**src/rtl/hwlock_pkg.sv**
```systemverilog
package hwlock_pkg;
  localparam int unsigned SYS_OFF   = 'h000;
  localparam int unsigned OCC_OFF   = 'h010;
  localparam int unsigned LOCK_BASE = 'h100;
  localparam int unsigned CODE_LSB  = 28;

  // exponent code advertised in the system word: count = 1 << (4 + code)
  function automatic logic [1:0] count_code(input int unsigned n);
    int unsigned c;
    c = $clog2(n) - 4;
    if (c > 3) c = 0;
    return c[1:0];
  endfunction
endpackage

```
**src/rtl/hwlock_decode.sv**
```systemverilog
module hwlock_decode
  import hwlock_pkg::*;
#(
  parameter int unsigned ADDR_W    = 12,
  parameter int unsigned NUM_LOCKS = 32,
  localparam int unsigned LIDX_W   = $clog2(NUM_LOCKS)
) (
  input  logic [ADDR_W-1:0] addr,
  output logic              sel_sys,
  output logic              sel_occ,
  output logic              sel_lock,
  output logic [LIDX_W-1:0] lock_idx
);
  localparam logic [ADDR_W-1:0] BASE_A = ADDR_W'(LOCK_BASE);
  localparam logic [ADDR_W-3:0] LIMIT  = (ADDR_W-2)'(NUM_LOCKS);

  logic              aligned;
  logic [ADDR_W-1:0] rel;

  always_comb begin
    aligned  = (addr[1:0] == 2'b00);
    rel      = addr - BASE_A;
    sel_sys  = (addr == ADDR_W'(SYS_OFF));
    sel_occ  = (addr == ADDR_W'(OCC_OFF));
    sel_lock = aligned && (addr >= BASE_A) && (rel[ADDR_W-1:2] < LIMIT);
    lock_idx = rel[LIDX_W+1:2];
  end
endmodule

```
**src/rtl/hwlock_cells.sv**
```systemverilog
module hwlock_cells #(
  parameter int unsigned NUM_LOCKS = 32,
  localparam int unsigned LIDX_W   = $clog2(NUM_LOCKS)
) (
  input  logic                 clk,
  input  logic                 rst,
  input  logic                 take_en,
  input  logic                 free_en,
  input  logic [LIDX_W-1:0]    idx,
  output logic [NUM_LOCKS-1:0] held
);
  for (genvar i = 0; i < NUM_LOCKS; i++) begin : g_cell
    logic hit;
    assign hit = (idx == LIDX_W'(i));
    always_ff @(posedge clk) begin
      if (rst)                 held[i] <= 1'b0;
      else if (take_en && hit) held[i] <= 1'b1;
      else if (free_en && hit) held[i] <= 1'b0;
    end
  end
endmodule

```
**src/rtl/hwlock_rdmux.sv**
```systemverilog
module hwlock_rdmux
  import hwlock_pkg::*;
#(
  parameter int unsigned NUM_LOCKS = 32,
  localparam int unsigned LIDX_W   = $clog2(NUM_LOCKS),
  localparam int unsigned OCC_W    = (NUM_LOCKS < 32) ? NUM_LOCKS : 32
) (
  input  logic                 rd,
  input  logic                 sel_sys,
  input  logic                 sel_occ,
  input  logic                 sel_lock,
  input  logic [LIDX_W-1:0]    lock_idx,
  input  logic [NUM_LOCKS-1:0] held,
  output logic [31:0]          rdata_nxt
);
  localparam logic [1:0] CODE = count_code(NUM_LOCKS);

  always_comb begin
    rdata_nxt = 32'h0;
    if (rd) begin
      if (sel_sys)       rdata_nxt[CODE_LSB+1:CODE_LSB] = CODE;
      else if (sel_occ)  rdata_nxt = 32'(held[OCC_W-1:0]);
      else if (sel_lock) rdata_nxt[0] = held[lock_idx];
    end
  end
endmodule

```
**src/rtl/hwlock_bank.sv**
```systemverilog
module hwlock_bank #(
  parameter int unsigned NUM_LOCKS = 32,
  parameter int unsigned ADDR_W    = 12
) (
  input  logic              clk,
  input  logic              rst,
  input  logic              bus_rd,
  input  logic              bus_wr,
  input  logic [ADDR_W-1:0] bus_addr,
  input  logic [31:0]       bus_wdata,
  output logic [31:0]       bus_rdata
);
  localparam int unsigned LIDX_W = $clog2(NUM_LOCKS);

  logic                 sel_sys, sel_occ, sel_lock;
  logic [LIDX_W-1:0]    lock_idx;
  logic [NUM_LOCKS-1:0] held;
  logic                 take_en, free_en;
  logic [31:0]          rdata_nxt;

  hwlock_decode #(.ADDR_W(ADDR_W), .NUM_LOCKS(NUM_LOCKS)) u_dec (
    .addr(bus_addr), .sel_sys(sel_sys), .sel_occ(sel_occ),
    .sel_lock(sel_lock), .lock_idx(lock_idx)
  );

  // a read always takes the lock; setting an already held one is harmless
  assign take_en = bus_rd && sel_lock;
  assign free_en = bus_wr && !bus_rd && sel_lock && (bus_wdata == 32'h0);

  hwlock_cells #(.NUM_LOCKS(NUM_LOCKS)) u_cells (
    .clk(clk), .rst(rst), .take_en(take_en), .free_en(free_en),
    .idx(lock_idx), .held(held)
  );

  hwlock_rdmux #(.NUM_LOCKS(NUM_LOCKS)) u_mux (
    .rd(bus_rd), .sel_sys(sel_sys), .sel_occ(sel_occ), .sel_lock(sel_lock),
    .lock_idx(lock_idx), .held(held), .rdata_nxt(rdata_nxt)
  );

  always_ff @(posedge clk) begin
    if (rst) bus_rdata <= 32'h0;
    else     bus_rdata <= rdata_nxt;
  end
endmodule

```
**config.mk**
```make
export PLATFORM = sky130hd
export DESIGN_NAME = hwlock_bank
export DESIGN_NICKNAME = d
export VERILOG_FILES = /design/src/rtl/hwlock_pkg.sv /design/src/rtl/hwlock_decode.sv /design/src/rtl/hwlock_cells.sv /design/src/rtl/hwlock_rdmux.sv /design/src/rtl/hwlock_bank.sv
export SDC_FILE = /design/constraint.sdc
export NUM_CORES = 1
export LEC_CHECK = 0
export CELL_PAD_IN_SITES_DETAIL_PLACEMENT = 0
export CELL_PAD_IN_SITES_GLOBAL_PLACEMENT = 1
export CORE_ASPECT_RATIO = 1.75
export CORE_UTILIZATION = 38
export CTS_CLUSTER_DIAMETER = 60
export DETAILED_ROUTE_END_ITERATION = 10
export GPL_TIMING_DRIVEN = 0
export PLACE_DENSITY_LB_ADDON = 0.08
export SLEW_MARGIN = 20
export SYNTH_ARGS = -nofsm -noshare
export SYNTH_HDL_FRONTEND = slang
export SYNTH_SLANG_ARGS = --single-unit
```
**constraint.sdc**
```tcl
create_clock -name clk -period 3.2 [get_ports clk]
set_input_delay 0.96 -clock clk [delete_from_list [all_inputs] [get_ports clk]]
set_output_delay 0.96 -clock clk [all_outputs]
set_load 0.005 [all_outputs]
```
==> flow_summary.yaml <==
floorplanning:
  row_count: 39
  die_h_um: 112
  start_util: 0.398
  die_w_um: 65.0
  dieArea_um2: 7300
  coreArea_um2: 6640
  io_pins: 80
route:
  wl_mm: 7.41
  viasPerCell: 5.35
  drc: 0
  wl_per_cell_um: 17.4
  vias: 2272
  antenna_left: 0
  first_iter_violations: 50
  firstDrtPassIters: 4
logic_synthesis:
  syn_avg_cell_area_um2: 10.5
  yosys-top-cells-area: "dfxtp_1, and2_1, a211oi_2, a21oi_1, a211oi_1"
  synth_nets: 299
  synth_cells: 251
  ys_warn_count: 0
  netlist_area_um2: 2640
  ys_seq_elements: 64
  yosysTopAreaCell: "dfxtp_1"
  yosysUniqueCellTypes: 31
  ys_seq_area_frac: 0.485
  synth_top_area_share: 0.485
clocking:
  ctsHtreeMaxLevel: 3
  clk_latency_ps: 330
  cts_buffers: 9
  cts_setup_buffers: 0
  cts_root_buffer: "clkbuf_16"
  cts_tree: "done"
  cts.sinks: 64
  cts.path.max_buffers: 2
  post_cts_resized: 0
  cts_hold_buf: 0
  cts.clk_slew.worst_paths_ps: 50
timing:
  holdWs_ps: 484
  finalMaxSlewViolations: 0
  fin_skew_ps: 4.94
  timing_hold_violations_final: 0
  worst_pin_slew_ps: 1060
  setup_viol: 0
  timing.final.crit_share: 0.929
  rsz0062_at_grt: "false"
  relSlewSlack: 0.286
  fmax_ghz: 0.337
  min_period_ps: 2970
setup_path:
  critPathBufInv: 2
  cpPeakStageDelay_ps: 570
  cp_max_fo: 10
  cp-end-kind: "flop"
  crit_path_cell_trace: "clkdlybuf4s50_1, nor4b_1, nand3_1, nor4_1, clkbuf_1, and2_1"
  path_class: "input pin to flop"
  r2r.worst_path.cells: 4
  timing.rr.end: "bus_rdata[0]$_SDFF_PP0_"
  rr_startpoint: "u_cells.held[7]$_SDFFE_PP0P_"
  crit_required_ps: 3470
  rrSetupSlack_ps: 1730
  arrival_ps: 3240
  slowest_stage: "clkdlybuf4s50_1"
  cp-start-kind: "input pin"
  critical_path.top_delay_family: "simple AND/OR/NAND/NOR gates"
place:
  dp_hpwl_mm: 5.44
  numPlacedInstances: 410
  gp_congestion: 0.840
  port_buffers: 77
  place_area_um2: 3510
worst_hold_path:
  hold_class: "flop to flop"
  whs_endpoint: "bus_rdata[20]$_SDFF_PP0_"
  hold_start: "u_cells.held[20]$_SDFFE_PP0P_"
  hold_depth: 1
final_layout:
  finalNonFillerCells: 425
  num_antenna_cells: 0
  nets: 387
  num-fill-cells: 599
  drive_above_1_share: 0.137
  fin_area_um2: 3820
  synthToLayoutAreaGrowth_pct: 44.7
global_routing:
  grtUsageTotal: 0.216
  antenna_found_initial: 0
  grt_pass1_vias: 2207
  grt_pass1_wl_mm: 11.3
  globalRouteOverflowTotal: 0
  grt_max_degree: 11
pwr:
  irDropWorstVdd_mv: 0.421
  power_density_nw_per_um2: 500
  leakage_uw: 0.00129
  power_uw: 1910
flow_run:
  maxCapViolations: 0
run_status:
  status: "finished, final reports clean"
[power breakdown]
group,total [uW],internal (uW),switching [uW]
sequential,798,798,0.0598
combinational,120,63.8,56.3
clock,993,658,334
[synthesized netlist by cell type (all sizes together)]
cell and count:
buf 5, dfxtp 64, or4 2, nand3 2, or2 1, or3 1, nor3 7, a32o 1
a21oi 34, nor2 13, nor2b 1, nand2b 4, nand4 4, nand2 6, clkbuf 11, nor4 13
o31a 1, mux2i 6, a211oi 32, clkinv 1, nor4b 3, inv 1, a22oi 1, mux4 6
and2 31
[worst register-to-register path, cell delays in order, from the launching register on]
cell	delay (ps)
dfxtp_1	320
mux4_2	490
a22oi_1	190
nand4_1	110
a32o_1	270
[metal layers]
| metal | track usage | wire length [um] |
|---|---|---|
| met1 | 0.227 | 2730 |
| met2 | 0.366 | 3810 |
| met3 | 0.0539 | 545 |
| met4 | 0.154 | 325 |
| met5 | 0 | 0 |
[cell usage in the layout (no fill, tap or decap), drive strengths merged, types with 5 or more instances in the layout]
cell / netlist / layout
a211oi: 32 / 32
a21oi: 34 / 34
and2: 31 / 31
buf: 5 / 5
clkbuf: 11 / 23
clkdlybuf4s50: 0 / 77
dfxtp: 64 / 64
mux2i: 6 / 6
mux4: 6 / 6
nand2: 6 / 6
nor2: 13 / 13
nor3: 7 / 7
nor4: 13 / 13
[layout make-up]
class,instances,area (um2),share of cell area
clock buffers,12,267,0.0697
inverters,2,7.51,0.00196
clock inverters,3,40.0,0.0105
repair buffers,77,771,0.202
flip-flops and latches,64,1280,0.335
plain buffers,16,85.1,0.0223
well taps,82,103,0.0268
multi-input cells,169,1270,0.332
[through the flow]
step | util | setup slack [ps] | setup TNS [ps]
after floorplan | - | 802 | 0
after global placement | 0.530 | -122 | -1760
after detailed placement | 0.530 | -107 | -2290
after CTS | 0.576 | 221 | 0
after global routing | 0.576 | 62.6 | 0
final | 0.576 | 229 | 0
[cell families (layout without fill, tap and decap cells)]
| logic type | after synthesis | in the layout | synth area share |
|---|---|---|---|
| and+or+nand+nor | 88 | 88 | 0.214 |
| AOI/OAI and AO/OA | 69 | 69 | 0.192 |
| DFF | 64 | 64 | 0.485 |
| buffers and inverters | 18 | 110 | 0.0350 |
| muxes | 12 | 12 | 0.0739 |
[sequential cells by signal, indices dropped and copies added, names as in the netlist]
register / cells
bus_rdata: 32
u_cells.held: 32
[how the worst max path moves through the flow]
stage	start	to	slack [ps]	depth (start not counted)
floorplan	bus_addr[11]	u_cells.held[16]$_SDFFE_PP0P_	800	5
global placement	bus_addr[6]	bus_rdata[29]$_SDFF_PP0_	-120	6
detailed placement	bus_addr[6]	bus_rdata[29]$_SDFF_PP0_	-110	6
CTS	bus_addr[6]	bus_rdata[30]$_SDFF_PP0_	220	6
global route	bus_addr[6]	bus_rdata[5]$_SDFF_PP0_	60	6
finish	bus_addr[6]	bus_rdata[30]$_SDFF_PP0_	230	6
Note: power is estimated with default switching activity, not from simulation.
